File: config.mk
export PLATFORM = sky130hd
export DESIGN_NAME = i2c_regfile_target
export DESIGN_NICKNAME = d
export VERILOG_FILES = /design/src/rtl/i2c_rf_pkg.sv /design/src/rtl/i2c_line_sync.sv /design/src/rtl/i2c_byte_engine.sv /design/src/rtl/i2c_reg_store.sv /design/src/rtl/i2c_regfile_target.sv
export SDC_FILE = /design/constraint.sdc
export NUM_CORES = 1
export LEC_CHECK = 0
export BUFFER_PORTS_ARGS = -buffer_cell sky130_fd_sc_hd__buf_2
export CORE_AREA = 2 2 121 123
export CTS_CLUSTER_SIZE = 10
export DETAILED_ROUTE_END_ITERATION = 6
export DIE_AREA = 0 0 123 125
export GPL_TIMING_DRIVEN = 0
export PLACE_DENSITY = 0.74
export SLEW_MARGIN = 20
export SYNTH_ARGS = -nofsm -noshare
export SYNTH_HDL_FRONTEND = slang
export SYNTH_SLANG_ARGS = --single-unit
File: constraint.sdc
create_clock -name clk -period 2.3 [get_ports clk]
set_input_delay 0.46 -clock clk [delete_from_list [all_inputs] [get_ports clk]]
set_output_delay 0.46 -clock clk [all_outputs]
set_load 0.02 [all_outputs]
File: src/rtl/i2c_rf_pkg.sv
package i2c_rf_pkg;

  typedef enum logic [2:0] {
    PH_IDLE,
    PH_ADDR,
    PH_CTRL,
    PH_WDATA,
    PH_RDATA
  } phase_t;

  // lowest pointer of an auto-increment range
  function automatic logic [3:0] range_lo(input logic [1:0] mode);
    case (mode)
      2'b00:   range_lo = 4'd0;
      2'b01:   range_lo = 4'd2;
      2'b10:   range_lo = 4'd6;
      default: range_lo = 4'd2;
    endcase
  endfunction

  // highest pointer of an auto-increment range
  function automatic logic [3:0] range_hi(input logic [1:0] mode, input logic [3:0] last);
    case (mode)
      2'b00:   range_hi = last;
      2'b01:   range_hi = 4'd5;
      default: range_hi = 4'd8;
    endcase
  endfunction

  function automatic logic [3:0] step_ptr(input logic [3:0] p, input logic [1:0] mode,
                                          input logic [3:0] last);
    if (p >= range_hi(mode, last)) step_ptr = range_lo(mode);
    else                           step_ptr = p + 4'd1;
  endfunction

  function automatic logic addr_hit(input logic [6:0] rx, input logic [4:0] upper,
                                    input logic [1:0] strap);
    addr_hit = (rx == {upper, strap});
  endfunction

endpackage

File: src/rtl/i2c_line_sync.sv
module i2c_line_sync #(
  parameter int STAGES = 2
) (
  input  logic clk,
  input  logic rst_n,
  input  logic scl_i,
  input  logic sda_i,
  output logic scl_s,
  output logic sda_s,
  output logic scl_rise,
  output logic scl_fall,
  output logic start_evt,
  output logic stop_evt
);
  localparam int LINES = 2;

  logic [LINES-1:0] pins;
  logic [LINES-1:0] synced;
  logic [LINES-1:0] prev_q;

  assign pins = {sda_i, scl_i};

  for (genvar g = 0; g < LINES; g++) begin : g_line
    logic [STAGES-1:0] chain_q;
    always_ff @(posedge clk or negedge rst_n) begin
      if (!rst_n) begin
        chain_q   <= '1;
        prev_q[g] <= 1'b1;
      end else begin
        chain_q   <= {chain_q[STAGES-2:0], pins[g]};
        prev_q[g] <= chain_q[STAGES-1];
      end
    end
    assign synced[g] = chain_q[STAGES-1];
  end

  assign scl_s     = synced[0];
  assign sda_s     = synced[1];
  assign scl_rise  = scl_s & ~prev_q[0];
  assign scl_fall  = ~scl_s & prev_q[0];
  assign start_evt = scl_s & prev_q[0] & prev_q[1] & ~sda_s;
  assign stop_evt  = scl_s & prev_q[0] & ~prev_q[1] & sda_s;

endmodule

File: src/rtl/i2c_byte_engine.sv
module i2c_byte_engine
  import i2c_rf_pkg::*;
#(
  parameter logic [4:0] ADDR_UPPER = 5'b10110
) (
  input  logic       clk,
  input  logic       rst_n,
  input  logic       scl_rise,
  input  logic       scl_fall,
  input  logic       start_evt,
  input  logic       stop_evt,
  input  logic       sda_s,
  input  logic [1:0] strap,
  input  logic [7:0] rd_data,
  output logic       sda_oe,
  output logic       wr_en,
  output logic       ctrl_load,
  output logic       rd_adv,
  output logic [7:0] byte_q,
  output phase_t     phase
);
  localparam logic [3:0] FULL = 4'd8;

  logic [3:0] bitcnt;
  logic [7:0] rx_sh;
  logic [7:0] tx_sh;
  logic       in_ack;
  logic       rw_q;
  logic       mack_q;
  logic       rx_phase;

  assign rx_phase = (phase == PH_ADDR) || (phase == PH_CTRL) || (phase == PH_WDATA);
  assign byte_q   = rx_sh;

  always_ff @(posedge clk or negedge rst_n) begin
    if (!rst_n) begin
      phase     <= PH_IDLE;
      bitcnt    <= '0;
      rx_sh     <= '0;
      tx_sh     <= '0;
      in_ack    <= 1'b0;
      rw_q      <= 1'b0;
      mack_q    <= 1'b0;
      sda_oe    <= 1'b0;
      wr_en     <= 1'b0;
      ctrl_load <= 1'b0;
      rd_adv    <= 1'b0;
    end else begin
      wr_en     <= 1'b0;
      ctrl_load <= 1'b0;
      rd_adv    <= 1'b0;
      if (start_evt) begin
        phase  <= PH_ADDR;
        bitcnt <= '0;
        in_ack <= 1'b0;
        sda_oe <= 1'b0;
      end else if (stop_evt) begin
        phase  <= PH_IDLE;
        bitcnt <= '0;
        in_ack <= 1'b0;
        sda_oe <= 1'b0;
      end else if (rx_phase) begin
        if (in_ack) begin
          if (scl_fall) begin
            in_ack <= 1'b0;
            bitcnt <= '0;
            sda_oe <= 1'b0;
            if (phase == PH_ADDR) begin
              if (rw_q) begin
                phase  <= PH_RDATA;
                tx_sh  <= rd_data;
                sda_oe <= ~rd_data[7];
              end else begin
                phase <= PH_CTRL;
              end
            end else if (phase == PH_CTRL) begin
              phase <= PH_WDATA;
            end
          end
        end else if (scl_rise && bitcnt != FULL) begin
          rx_sh  <= {rx_sh[6:0], sda_s};
          bitcnt <= bitcnt + 4'd1;
        end else if (scl_fall && bitcnt == FULL) begin
          if (phase == PH_ADDR) begin
            if (addr_hit(rx_sh[7:1], ADDR_UPPER, strap)) begin
              sda_oe <= 1'b1;
              in_ack <= 1'b1;
              rw_q   <= rx_sh[0];
            end else begin
              phase <= PH_IDLE;
            end
          end else begin
            sda_oe <= 1'b1;
            in_ack <= 1'b1;
            if (phase == PH_CTRL) ctrl_load <= 1'b1;
            else                  wr_en     <= 1'b1;
          end
        end
      end else if (phase == PH_RDATA) begin
        if (!in_ack) begin
          if (scl_rise && bitcnt != FULL) begin
            bitcnt <= bitcnt + 4'd1;
          end else if (scl_fall && bitcnt == FULL) begin
            sda_oe <= 1'b0;
            in_ack <= 1'b1;
            rd_adv <= 1'b1;
          end else if (scl_fall && bitcnt != 4'd0) begin
            tx_sh  <= {tx_sh[6:0], 1'b0};
            sda_oe <= ~tx_sh[6];
          end
        end else begin
          if (scl_rise) begin
            mack_q <= ~sda_s;
          end else if (scl_fall) begin
            in_ack <= 1'b0;
            bitcnt <= '0;
            if (mack_q) begin
              tx_sh  <= rd_data;
              sda_oe <= ~rd_data[7];
            end else begin
              phase  <= PH_IDLE;
              sda_oe <= 1'b0;
            end
          end
        end
      end
    end
  end

endmodule

File: src/rtl/i2c_reg_store.sv
module i2c_reg_store
  import i2c_rf_pkg::*;
#(
  parameter int NUM_REGS = 13
) (
  input  logic                  clk,
  input  logic                  rst_n,
  input  logic                  wr_en,
  input  logic                  ctrl_load,
  input  logic                  rd_adv,
  input  logic [7:0]            wr_byte,
  output logic [3:0]            ptr,
  output logic                  ai_en,
  output logic [1:0]            ai_mode,
  output logic [7:0]            rd_data,
  output logic [NUM_REGS*8-1:0] file_o
);
  localparam logic [3:0] LAST = 4'(NUM_REGS - 1);

  logic [NUM_REGS*8-1:0] file_q;

  always_ff @(posedge clk or negedge rst_n) begin
    if (!rst_n) begin
      file_q <= '0;
    end else if (wr_en) begin
      for (int k = 0; k < NUM_REGS; k++) begin
        if ({1'b0, ptr} == 5'(k)) file_q[k*8 +: 8] <= wr_byte;
      end
    end
  end

  always_ff @(posedge clk or negedge rst_n) begin
    if (!rst_n) begin
      ptr     <= '0;
      ai_en   <= 1'b0;
      ai_mode <= '0;
    end else if (ctrl_load) begin
      ai_en   <= wr_byte[7];
      ai_mode <= wr_byte[6:5];
      ptr     <= wr_byte[3:0];
    end else if ((wr_en || rd_adv) && ai_en) begin
      ptr <= step_ptr(ptr, ai_mode, LAST);
    end
  end

  always_comb begin
    rd_data = 8'h00;
    for (int k = 0; k < NUM_REGS; k++) begin
      if ({1'b0, ptr} == 5'(k)) rd_data = file_q[k*8 +: 8];
    end
  end

  assign file_o = file_q;

endmodule

File: src/rtl/i2c_regfile_target.sv
module i2c_regfile_target
  import i2c_rf_pkg::*;
#(
  parameter logic [4:0] ADDR_UPPER  = 5'b10110,
  parameter int         NUM_REGS    = 13,
  parameter int         SYNC_STAGES = 2
) (
  input  logic                  clk,
  input  logic                  rst_n,
  input  logic                  scl_i,
  input  logic                  sda_i,
  input  logic [1:0]            strap_a,
  output logic                  sda_oe_o,
  output logic [NUM_REGS*8-1:0] regs_o
);
  logic       scl_s;
  logic       sda_s;
  logic       scl_rise;
  logic       scl_fall;
  logic       start_evt;
  logic       stop_evt;
  logic       wr_en;
  logic       ctrl_load;
  logic       rd_adv;
  logic [7:0] byte_q;
  logic [7:0] rd_data;
  logic [3:0] ptr;
  logic       ai_en;
  logic [1:0] ai_mode;
  phase_t     phase;

  i2c_line_sync #(.STAGES(SYNC_STAGES)) u_sync (
    .clk(clk), .rst_n(rst_n), .scl_i(scl_i), .sda_i(sda_i),
    .scl_s(scl_s), .sda_s(sda_s), .scl_rise(scl_rise), .scl_fall(scl_fall),
    .start_evt(start_evt), .stop_evt(stop_evt)
  );

  i2c_byte_engine #(.ADDR_UPPER(ADDR_UPPER)) u_engine (
    .clk(clk), .rst_n(rst_n), .scl_rise(scl_rise), .scl_fall(scl_fall),
    .start_evt(start_evt), .stop_evt(stop_evt), .sda_s(sda_s), .strap(strap_a),
    .rd_data(rd_data), .sda_oe(sda_oe_o), .wr_en(wr_en), .ctrl_load(ctrl_load),
    .rd_adv(rd_adv), .byte_q(byte_q), .phase(phase)
  );

  i2c_reg_store #(.NUM_REGS(NUM_REGS)) u_store (
    .clk(clk), .rst_n(rst_n), .wr_en(wr_en), .ctrl_load(ctrl_load), .rd_adv(rd_adv),
    .wr_byte(byte_q), .ptr(ptr), .ai_en(ai_en), .ai_mode(ai_mode),
    .rd_data(rd_data), .file_o(regs_o)
  );

endmodule

==> flow_summary.toml <==
[outcome]
status = "finished with violations"
violations = "setup timing"

[grt]
gr-total-overflow = 0
grt_first_pass_wirelength_mm = 35.1
grt_pass1_vias = 6162
use_met2 = 0.479
antenna_found_initial = 0
grt_max_degree = 97
grt_util_met3 = 0.0620
busiest_layer = "met2"
grt_util_met1 = 0.409
grt_util_all_layers = 0.303

[final_layout]
finish.instance_area_sq_um = 9020
syn_to_final_growth_pct = 25.1
antennaDiodeCount = 0
nNetsFinal = 809
drive_above_1_share = 0.430
instances_no_fill = 991

[sta]
worstMarginPinSlew_ns = 0.772
rsz0062_at_grt = "true"
fin_crit_ns = 2.37
setup_viol = 2
slew_headroom = 0.485
fin_crit_sh = 1.03
fin_ws_ns = -0.0685
drv_slew = 0
hold_violations = 0
finClkSkew_ns = 0.0136
clock.fmax_mhz = 422
setup_tns_ns = -0.0956
hold_ws_ns = 0.122

[detailed_routing]
wire_per_inst_um = 23.2
wirelength_mm = 23.0
drc = 0
routed_via_density = 6.35
first_pass_iters = 6
vias = 6297
postRouteAntennaNets = 0
drt_iter0_drc = 671

[critical_path]
cp-startpoint = "u_store.ai_mode[1]"
crit_type = "register to register"
r2r_setup_slack_ns = -0.07
worst_setup_path_start_kind = "register"
path_max_fanout = 6
cp.required_ns = 2.66
arrival_ns = 2.73
reg2reg_from = "u_store.ai_mode[1]"
reg2regPathDepth = 9
r2r-end = "u_store.ptr[0]"
endpoint_kind = "register"
critPathCapture = "u_store.ptr[0]"

[logic_synthesis]
synth_seq_cells = 146
synth_compound_area_frac = 0.150
synthSimpleGateAreaFrac = 0.107
ys_dominant_reg_cell = "dfrtp_1"
synthCells = 650
syn_nets = 665
synth-async-reset-ratio = 1.00
synthAdderAreaFrac = 0.0156
synthMuxAreaShare = 0.179
syn_area_sq_um = 7210
synth_top_family_by_area = "multiplexers"
ys_types = 63
ys_seq_area_frac = 0.508
synth.avg_cell_area_sq_um = 11.1
synth-edff-count = 0
ys_warn_count = 0
synth_xor_area_frac = 0.00486

[clocking]
cts_buffers = 17
h-tree-depth = 4
clockRootBuffer = "clkbuf_16"
cts_sinks = 146
clock_latency_ns = 0.44
max-clock-path-buffers = 2
cts_tree = "yes"
clk_pin_slew_worst_paths_ns = 0.06

[hold_path]
min_path_type = "primary input to register"

[placement]
place_congestion = 0.930
place_area_sq_um = 8030
dpl.hpwl_mm = 15.4
portBuffers = 110
pre_cts_slack_ns = -0.775
dp.cells = 945

[floorplanning]
ioPinCount = 111
die_w_um = 123
row_count = 44
dieHeight_um = 125
design.core.area_sq_um = 14200
start_util = 0.508
die_area_sq_um = 15400

[power_and_ir_drop]
swShare = 0.313
power.density_nw_per_um2 = 753
ir_worst_vdd_mv = 0.465
p_seq_frac = 0.437
p_int_mw = 4.67
combPwrFrac = 0.187
p_leak_nw = 4.40
p_clk_frac = 0.376
power.switching_mw = 2.12

[flow_run]
maxCapViolCount = 0
cell usage after synthesis, types with 7 or more instances:
| master | number | share of area |
|---|---|---|
| a21oi_1 | 41 | 0.028 |
| nand2_1 | 52 | 0.027 |
| o221ai_1 | 7 | 0.0085 |
| o22ai_1 | 11 | 0.0095 |
| dfrtp_1 | 140 | 0.49 |
| ha_1 | 9 | 0.016 |
| a221oi_1 | 9 | 0.011 |
| nor2_1 | 26 | 0.014 |
| clkbuf_1 | 36 | 0.019 |
| o21ai_0 | 32 | 0.022 |
| nand3b_1 | 9 | 0.0094 |
| nor2b_1 | 10 | 0.0087 |
| inv_1 | 20 | 0.010 |
| mux2_2 | 113 | 0.18 |
| nand3_1 | 15 | 0.010 |
| a211oi_1 | 9 | 0.0094 |
routing by layer:
layer | share of wire | vias up
li1 | - | 2682
met1 | 0.39 | 3159
met2 | 0.48 | 372
met3 | 0.080 | 84
met4 | 0.043 | 0
met5 | 0 | -
power by group through the flow:
stage | Sequential [mW] | Clock, mW | Combinational (mW)
after floorplan | 2.93 | 0 | 0.770
after global placement | 2.98 | 0 | 1.12
after detailed placement | 3.00 | 0 | 1.17
after CTS | 2.95 | 2.56 | 1.21
after global routing | 2.99 | 2.67 | 1.38
final | 2.97 | 2.56 | 1.27
logic make-up (layout without fill, tap and decap cells):
group	Yosys count	in the layout
AO/OA/AOI/OAI	161	161
buffers and inverters	65	222
multiplexers	115	115
XOR/XNOR	4	4
adder cells (fa/ha/maj)	9	9
flip-flops	146	146
AND/OR/NAND/NOR	150	150
worst max-delay path: stages, from the launching register on:
cell and delay, ns:
dfrtp_2 0.46, nor2b_4 0.13, ha_1 0.24, or3b_4 0.39, a21o_1 0.21, a21oi_4 0.25
buf_4 0.17, nor3b_1 0.22, a21oi_1 0.06, o21ai_0 0.16
flip-flops by register name, summed over array words and instances, names as in the netlist, 2 cells and up:
name and count:
u_sync.g_line.chain_q 4, u_engine.tx_sh 7, u_store.ptr 4, u_engine.phase 3, u_engine.bitcnt 4, u_store.ai_mode 2, u_store.file_o 104, u_engine.byte_q 8
u_sync.prev_q 2
worst min-delay path by stage:
stage / cells past startpoint / start / end / slack [ns]
finish: 1 / scl_i / u_sync.g_line[0].chain_q[0] / 0.12
global route: 1 / scl_i / u_sync.g_line[0].chain_q[0] / 0.12
floorplan: 0 / rst_n / u_engine.bitcnt[0] / 0.16
CTS: 1 / scl_i / u_sync.g_line[0].chain_q[0] / 0.12
global placement: 0 / u_sync.g_line[1].chain_q[0] / u_sync.g_line[1].chain_q[1] / 0.35
detailed placement: 0 / u_sync.g_line[1].chain_q[0] / u_sync.g_line[1].chain_q[1] / 0.35
timing repair:
item	CTS	global route
pin swaps	5	18
hold buffers	1	0
endpoints found under the setup margin	89	63
gates cloned	0	1
endpoints found under the hold margin	50	0
buffers inserted	6	13
gates resized for setup	51	40
cell type report:
type                       count  area (sq um)
sequential                   146          3660
inverter                      21          82.6
clock buffer                  25           465
buffer                        37           198
tap                          184           230
multi-input combinational    439          3530
timing repair buffer         132           783
fill                        1137          5190
clock inverter                 7          62.6
metrics by stage:
| stage | utilization | power, mW |
|---|---|---|
| after global routing | 0.635 | 7.05 |
| after CTS | 0.618 | 6.72 |
| final | 0.635 | 6.79 |
| after floorplan | - | 3.70 |
| after global placement | 0.563 | 4.11 |
| after detailed placement | 0.566 | 4.17 |
cells in the final DEF, fill, tap and decap left out, types with 17 or more instances in the layout:
cell type  synthesis  routed
buf_4              1      18
nor2_1            26      26
dfrtp_1          140     137
buf_2              2     116
clkbuf_1          36      23
a21oi_1           41      37
mux2_2           113     112
inv_1             20      18
nand2_1           52      51
clkbuf_16          0      17
o21ai_0           32      26
(Power assumes the default switching activity.)
